`src/rtl/sdr_guard_pkg.sv`:
```
package sdr_guard_pkg;

   typedef enum logic [2:0] {
      CMD_NONE = 3'd0,
      CMD_ACT  = 3'd1,
      CMD_RD   = 3'd2,
      CMD_WR   = 3'd3,
      CMD_PRE  = 3'd4,
      CMD_BST  = 3'd5
   } sdr_cmd_e;

   // Minimum whole clock count covering a time span (both in picoseconds).
   function automatic int ceil_div(input int num, input int den);
      return (num + den - 1) / den;
   endfunction

   function automatic int imax(input int a, input int b);
      return (a > b) ? a : b;
   endfunction

   // Bits needed to hold the value v (at least one).
   function automatic int width_for(input int v);
      int w;
      w = 1;
      while ((64'(1) << w) <= 64'(v)) w++;
      return w;
   endfunction

endpackage

```
`src/rtl/sdr_gap_timer.sv`:
```
module sdr_gap_timer
   import sdr_guard_pkg::*;
#(
   parameter int LOADV = 1
)(
   input  logic clk,
   input  logic rst_n,
   input  logic fire,
   output logic done
);

   generate
      if (LOADV <= 0) begin : g_none
         logic unused_pins;
         assign unused_pins = ^{clk, rst_n, fire};
         assign done = 1'b1;
      end else begin : g_count
         localparam int W = width_for(LOADV);
         localparam logic [W-1:0] LOAD_V = W'(LOADV);
         logic [W-1:0] cnt_q;

         always_ff @(posedge clk) begin
            if (!rst_n) begin
               cnt_q <= '0;
            end else if (fire) begin
               cnt_q <= LOAD_V;
            end else if (cnt_q != '0) begin
               cnt_q <= cnt_q - 1'b1;
            end
         end

         assign done = (cnt_q == '0);

         AST_TIMER_RELOAD: assert property (@(posedge clk) disable iff (!rst_n)
            fire |=> !done);
      end
   endgenerate

endmodule

```
`src/rtl/sdr_bank_track.sv`:
```
module sdr_bank_track
   import sdr_guard_pkg::*;
#(
   parameter int RCD_C    = 3,
   parameter int RAS_C    = 6,
   parameter int RC_C     = 9,
   parameter int RP_C     = 3,
   parameter int WPRE_C   = 3,
   parameter int WACT_C   = 6,
   parameter int RASMAX_C = 13334
)(
   input  logic clk,
   input  logic rst_n,
   input  logic act_go,
   input  logic col_go,
   input  logic wr_go,
   input  logic pre_go,
   output logic is_open,
   output logic can_act,
   output logic can_col,
   output logic can_pre,
   output logic overdue
);

   localparam int AGE_TOP = imax(RASMAX_C, RC_C);
   localparam int AW      = width_for(AGE_TOP);
   localparam logic [AW-1:0] TOP_V    = AW'(AGE_TOP);
   localparam logic [AW-1:0] RCD_V    = AW'(RCD_C);
   localparam logic [AW-1:0] RAS_V    = AW'(RAS_C);
   localparam logic [AW-1:0] RC_V     = AW'(RC_C);
   localparam logic [AW-1:0] RASMAX_V = AW'(RASMAX_C);

   logic          open_q;
   logic [AW-1:0] age_q;
   logic          rp_done;
   logic          wpre_done;
   logic          wact_done;

   // Row state and a saturating age counter shared by every same-bank window.
   always_ff @(posedge clk) begin
      if (!rst_n) begin
         open_q <= 1'b0;
         age_q  <= TOP_V;
      end else begin
         if (act_go) begin
            open_q <= 1'b1;
         end else if (pre_go) begin
            open_q <= 1'b0;
         end
         if (act_go) begin
            age_q <= AW'(1);
         end else if (age_q != TOP_V) begin
            age_q <= age_q + 1'b1;
         end
      end
   end

   sdr_gap_timer #(.LOADV(RP_C - 1)) u_rp (
      .clk(clk), .rst_n(rst_n), .fire(pre_go), .done(rp_done));

   sdr_gap_timer #(.LOADV(WPRE_C - 1)) u_wpre (
      .clk(clk), .rst_n(rst_n), .fire(wr_go), .done(wpre_done));

   sdr_gap_timer #(.LOADV(WACT_C - 1)) u_wact (
      .clk(clk), .rst_n(rst_n), .fire(wr_go), .done(wact_done));

   assign is_open = open_q;
   assign can_act = !open_q && (age_q >= RC_V) && rp_done && wact_done;
   assign can_col = open_q && (age_q >= RCD_V);
   assign can_pre = !open_q || ((age_q >= RAS_V) && wpre_done);
   assign overdue = open_q && (age_q >= RASMAX_V);

   AST_ACT_NEEDS_CLOSED: assert property (@(posedge clk) disable iff (!rst_n)
      act_go |-> !open_q);
   AST_COL_NEEDS_OPEN: assert property (@(posedge clk) disable iff (!rst_n)
      col_go |-> open_q);
   AST_PRE_AFTER_RAS: assert property (@(posedge clk) disable iff (!rst_n)
      (pre_go && open_q) |-> (age_q >= RAS_V));
   AST_OVERDUE_STICKY: assert property (@(posedge clk) disable iff (!rst_n)
      (overdue && !pre_go) |=> overdue);
   AST_PRE_CLEARS: assert property (@(posedge clk) disable iff (!rst_n)
      pre_go |=> !overdue);

endmodule

```
`src/rtl/sdr_cmd_guard.sv`:
```
module sdr_cmd_guard
   import sdr_guard_pkg::*;
#(
   parameter int CLK_SEL   = 0,
   parameter int NUM_BANKS = 4,
   parameter int BURST_LEN = 2,
   localparam int BA_W     = (NUM_BANKS > 1) ? $clog2(NUM_BANKS) : 1
)(
   input  logic                 clk,
   input  logic                 rst_n,
   input  logic                 req_valid,
   input  logic [2:0]           req_cmd,
   input  logic [BA_W-1:0]      req_bank,
   output logic                 grant,
   output logic                 illegal,
   output logic [NUM_BANKS-1:0] row_overdue
);

   // Clock-count limits derived from the selected period (picoseconds).
   localparam int PER_PS   = (CLK_SEL == 1) ? 10000 : 7500;
   localparam int RRD_C    = ceil_div((CLK_SEL == 1) ? 20000 : 15000, PER_PS);
   localparam int RCD_C    = ceil_div(20000, PER_PS);
   localparam int RP_C     = ceil_div(20000, PER_PS);
   localparam int RAS_C    = ceil_div((CLK_SEL == 1) ? 50000 : 45000, PER_PS);
   localparam int RC_C     = ceil_div((CLK_SEL == 1) ? 70000 : 65000, PER_PS);
   localparam int RASMAX_C = ceil_div(100_000_000, PER_PS);
   localparam int LAST_OFS = BURST_LEN - 1;
   localparam int WPRE_C   = LAST_OFS + 2;
   localparam int WACT_C   = LAST_OFS + 2 + ceil_div(20000, PER_PS);
   localparam int WCOL_C   = LAST_OFS + 1;
   localparam int WBST_C   = LAST_OFS + 1;

   // Elaboration-time parameter checks.
   generate
      if (CLK_SEL != 0 && CLK_SEL != 1) begin : g_bad_sel
         $error("CLK_SEL must be 0 (7.5 ns) or 1 (10 ns)");
      end
      if (NUM_BANKS < 2 || (NUM_BANKS & (NUM_BANKS - 1)) != 0) begin : g_bad_banks
         $error("NUM_BANKS must be a power of two, at least 2");
      end
      if (BURST_LEN < 1) begin : g_bad_bl
         $error("BURST_LEN must be at least 1");
      end
   endgenerate

   sdr_cmd_e cmd;
   assign cmd = sdr_cmd_e'(req_cmd);

   logic [NUM_BANKS-1:0] bank_sel;
   logic [NUM_BANKS-1:0] b_open, b_can_act, b_can_col, b_can_pre;
   logic [NUM_BANKS-1:0] act_go, col_go, wr_go, pre_go;
   logic rrd_done, wcol_done, wbst_done;
   logic cmd_ok, cmd_bad;

   // Cross-bank windows.
   sdr_gap_timer #(.LOADV(RRD_C - 1)) u_rrd (
      .clk(clk), .rst_n(rst_n), .fire(grant && cmd == CMD_ACT), .done(rrd_done));

   sdr_gap_timer #(.LOADV(WCOL_C - 1)) u_wcol (
      .clk(clk), .rst_n(rst_n), .fire(grant && cmd == CMD_WR), .done(wcol_done));

   sdr_gap_timer #(.LOADV(WBST_C - 1)) u_wbst (
      .clk(clk), .rst_n(rst_n), .fire(grant && cmd == CMD_WR), .done(wbst_done));

   // Per-bank trackers.
   generate
      for (genvar b = 0; b < NUM_BANKS; b++) begin : g_bank
         assign bank_sel[b] = (req_bank == BA_W'(b));
         assign act_go[b] = grant && bank_sel[b] && (cmd == CMD_ACT);
         assign wr_go[b]  = grant && bank_sel[b] && (cmd == CMD_WR);
         assign col_go[b] = grant && bank_sel[b] && (cmd == CMD_RD || cmd == CMD_WR);
         assign pre_go[b] = grant && bank_sel[b] && (cmd == CMD_PRE);

         sdr_bank_track #(
            .RCD_C(RCD_C), .RAS_C(RAS_C), .RC_C(RC_C), .RP_C(RP_C),
            .WPRE_C(WPRE_C), .WACT_C(WACT_C), .RASMAX_C(RASMAX_C)
         ) u_bank (
            .clk(clk), .rst_n(rst_n),
            .act_go(act_go[b]), .col_go(col_go[b]), .wr_go(wr_go[b]), .pre_go(pre_go[b]),
            .is_open(b_open[b]), .can_act(b_can_act[b]), .can_col(b_can_col[b]),
            .can_pre(b_can_pre[b]), .overdue(row_overdue[b]));
      end
   endgenerate

   // Decision for the presented command.
   always_comb begin
      cmd_ok  = 1'b0;
      cmd_bad = 1'b0;
      unique case (cmd)
         CMD_ACT: begin
            cmd_bad = b_open[req_bank];
            cmd_ok  = b_can_act[req_bank] && rrd_done;
         end
         CMD_RD, CMD_WR: begin
            cmd_bad = !b_open[req_bank];
            cmd_ok  = b_can_col[req_bank] && wcol_done;
         end
         CMD_PRE: cmd_ok = b_can_pre[req_bank];
         CMD_BST: cmd_ok = wbst_done;
         default: begin
            cmd_ok  = 1'b0;
            cmd_bad = 1'b0;
         end
      endcase
   end

   assign grant   = req_valid && cmd_ok && !cmd_bad;
   assign illegal = req_valid && cmd_bad;

   AST_GRANT_NEEDS_REQ: assert property (@(posedge clk) disable iff (!rst_n)
      grant |-> req_valid);
   AST_GRANT_NOT_ILLEGAL: assert property (@(posedge clk) disable iff (!rst_n)
      !(grant && illegal));
   AST_UNKNOWN_QUIET: assert property (@(posedge clk) disable iff (!rst_n)
      (req_valid && !(cmd inside {CMD_ACT, CMD_RD, CMD_WR, CMD_PRE, CMD_BST}))
      |-> (!grant && !illegal));

   generate
      if (RRD_C >= 2) begin : g_rrd_chk
         AST_ACT_SPACING: assert property (@(posedge clk) disable iff (!rst_n)
            (grant && cmd == CMD_ACT) |=> !(grant && cmd == CMD_ACT));
      end
      if (WCOL_C >= 2) begin : g_wcol_chk
         AST_WR_COL_SPACING: assert property (@(posedge clk) disable iff (!rst_n)
            (grant && cmd == CMD_WR) |=> !(grant && (cmd == CMD_RD || cmd == CMD_WR)));
      end
   endgenerate

endmodule

```
`config.mk`:
```
export PLATFORM = sky130hd
export DESIGN_NAME = sdr_cmd_guard
export DESIGN_NICKNAME = d
export VERILOG_FILES = /design/src/rtl/sdr_guard_pkg.sv /design/src/rtl/sdr_gap_timer.sv /design/src/rtl/sdr_bank_track.sv /design/src/rtl/sdr_cmd_guard.sv
export SDC_FILE = /design/constraint.sdc
export NUM_CORES = 1
export LEC_CHECK = 0
export BUFFER_PORTS_ARGS = -buffer_cell sky130_fd_sc_hd__buf_2
export CORE_MARGIN = 2
export CORE_UTILIZATION = 25
export CTS_CLUSTER_DIAMETER = 30
export DETAILED_ROUTE_END_ITERATION = 12
export GPL_ROUTABILITY_DRIVEN = 1
export SETUP_SLACK_MARGIN = 0.15
export SLEW_MARGIN = 30
export SYNTH_ARGS = -nofsm -noshare
export SYNTH_HDL_FRONTEND = slang
export SYNTH_HIERARCHICAL = 1
export SYNTH_SLANG_ARGS = --single-unit
```
`constraint.sdc`:
```
create_clock -name clk -period 7.4 [get_ports clk]
set_input_delay 1.85 -clock clk [delete_from_list [all_inputs] [get_ports clk]]
set_output_delay 1.85 -clock clk [all_outputs]
set_load 0.005 [all_outputs]
```
==> out/results.md <==
- shortest clock period the worst path allows after layout: 5.49 ns
- CP delay by family, top: compound AO/OA/AOI/OAI gates
- First-pass DRT Iterations: 4
- cell mode on critical path: buf_2
- highest achievable clock rate: 0.182 GHz
- Required @ worst endpoint: 5.55 ns
- combined area of all synthesized cells: 5040 sq um
- crit-path max cell delay: 0.57 ns
- Sw Pwr: 494 uW
- Gates resized, CTS repair: 0
- final worst-path setup slack: 1.91 ns
- crit end category: primary output
- register share of total power: 41.6%
- average detailed-routed wire length per instance: 12.0 um
- minimum setup slack after placement: 1.96 ns
- antenna violations before repair: 0
- largest fanout of any net on the critical path: 12
- commonest cells after routing, fill and taps aside: dfxtp_1 (91), nor2_1 (52), inv_1 (37), nand2_1 (37), a21oi_1 (30)
- path type of the worst min-delay path: flip-flop to flip-flop
- setup-violating endpoint count in the final report: 0
- clock tree from TritonCTS: done
- buffering stage count on the worst path with inverters included: 2
- total core area: 19,600 sq um
- mean post-synth cell area: 8.73 sq um
- cell breakdown of the critical path: buf_2 -> mux4_2 -> o211ai_1 -> a221oi_1 -> buf_2
- aggregate negative setup slack: 0 ns
- Warnings, synthesis: 6
- placer's final routability congestion estimate: 0.769
- largest net degree at the start of global routing: 60
- fraction of power spent switching nets: 33.3%
- total count of max-transition violations in the final report: 0
- standard-cell rows: 51
- smallest hold slack: 0.483 ns
- number of routed nets with antenna violations: 0
- clock buffer count from CTS: 9
- outcome: completed
- post-route standard cell area excluding fillers: 5680 sq um
- worst slew margin relative to its limit: 43.7%
- cell internal pwr: 991 uW
- maximum level of the CTS H-tree: 3
- clock transition time at the flip-flop clock pins of the worst setup and hold paths: 0.07 ns
- most common library cell in the layout ignoring fill and taps: dfxtp_1
- clk sinks: 91
- clock skew after layout: 0.00807 ns
- Gate Count Post-Synth: 577
- library cell used as clock root buffer: clkbuf_16
- DIE AREA: 21,300 sq um
- HPWL after detailed placement: 7.25 mm
- highest ir drop seen on vdd: 102 uV
- vias in the first global route: 3,697
- RSZ-0062 raised after global routing: no
- vias after detailed routing: 4,062
- clock network fraction of design power: 31.3%
- initial detailed-routing violation count: 171
- Die Ht: 146 um
- chip width: 146 um
- final period utilization: 74.2%
- fraction of final layout cells sized beyond drive strength 1: 11.5%
- maximum clock insertion buffer count: 2
- placed cell area: 5370 sq um
- type of the worst setup path: input port to primary output
- buffer count from post-CTS setup fixing: 0
- Combinational Power Share: 27.1%
- synthesized netlist net count: 613
- synthesis-to-layout area growth: 12.7%
- diode count: 0
- number of buffers inserted by port buffering: 13
- Setup crit start kind: input port
- number of nets in the finished design: 624
- crit path DAT: 3.64 ns
- Initial Utilization: 25.7%
- total global routing track utilization: 9.90%
- LEAKAGE: 2.09 nW
- global-route wire length before repair: 17.6 mm
- I/O pin count: 14
- critical-path cell with the highest stage delay: o211ai_1
- grt ovf: 0
- Clk Latency, worst-skew pair: 0.35 ns
- drt total wl: 10.3 mm
- count of endpoints failing hold in the final timing report: 0
- PwrDens: 261 nW/um^2
- vias per cell: 4.73
- worst-margin pin slew: 0.836 ns
- count of maximum capacitance violations: 0
- final routed DRC violation total: 0
- CTS Hold Buffers Added: 0
-- power groups by stage --
stage | clock network (mW) | logic (mW) | registers [mW]
floorplan | 0 | 0.367 | 0.585
global placement | 0 | 0.400 | 0.628
detailed placement | 0 | 0.403 | 0.626
CTS | 0.477 | 0.406 | 0.616
global route | 0.498 | 0.461 | 0.628
finish | 0.465 | 0.402 | 0.617
-- sequential cells by signal, summed over array words and instances, names as in the netlist --
| register | cells |
|---|---|
| g_bank.u_bank/age_q | 56 |
| g_bank.u_bank/u_rp/g_count.cnt_q | 8 |
| g_bank.u_bank/is_open | 4 |
| u_rrd/g_count.cnt_q | 1 |
| u_wbst/g_count.cnt_q | 1 |
| g_bank.u_bank/u_wpre/g_count.cnt_q | 8 |
| u_wcol/g_count.cnt_q | 1 |
| g_bank.u_bank/u_wact/g_count.cnt_q | 12 |
-- cell type report --
class,instances,area (sq um)
well taps,265,332
clock inverters,7,77.6
clock buffers,9,225
inverters,37,139
repair buffers,16,87.6
fillers,2094,13900
flip-flops and latches,91,1820
multi-input cells,433,2990
-- worst register-to-register path, stage by stage (launching register included) --
cell      delay [ns]
dfxtp_1         0.36
nor4_1          0.57
nand4b_1        0.22
o21ai_1         0.16
nand2_1         0.09
mux4_2          0.49
o211ai_1        0.57
a211oi_1        0.17
buf_4           0.21
nand2b_1        0.25
a21oi_1         0.18
-- worst paths after layout --
check,startpoint,endpoint,slack [ns],depth (start not counted)
worst max register to register,g_bank[2].u_bank/age_q[7]$_SDFFE_PP0N_,g_bank[2].u_bank/age_q[11]$_SDFFE_PP0N_,4.07,10
worst min-delay path,g_bank[0].u_bank/u_wact/g_count.cnt_q[1]$_SDFFE_PP0P_,g_bank[0].u_bank/u_wact/g_count.cnt_q[1]$_SDFFE_PP0P_,0.48,2
worst min register to register,g_bank[0].u_bank/u_wact/g_count.cnt_q[1]$_SDFFE_PP0P_,g_bank[0].u_bank/u_wact/g_count.cnt_q[1]$_SDFFE_PP0P_,0.48,2
worst max-delay path,req_bank[0],grant,1.91,5
-- metrics by stage --
step                power [mW]  cells  util, %
finish                    1.48    858     29.0
detailed placement        1.03    842     27.4
CTS                       1.50    858     29.0
global placement          1.03    842     27.4
floorplan                0.952    577        -
global route              1.59    858     29.0
-- layer usage --
metal	vias up	part of all wire [%]	global-route usage [%]
met2	50	46	15.9
met4	0	1.3	3.38
met5	-	0	0
met3	14	3.5	2.38
li1	2082	-	-
met1	1916	49	13.0
No activity file was read; power rests on OpenSTA's default activity.
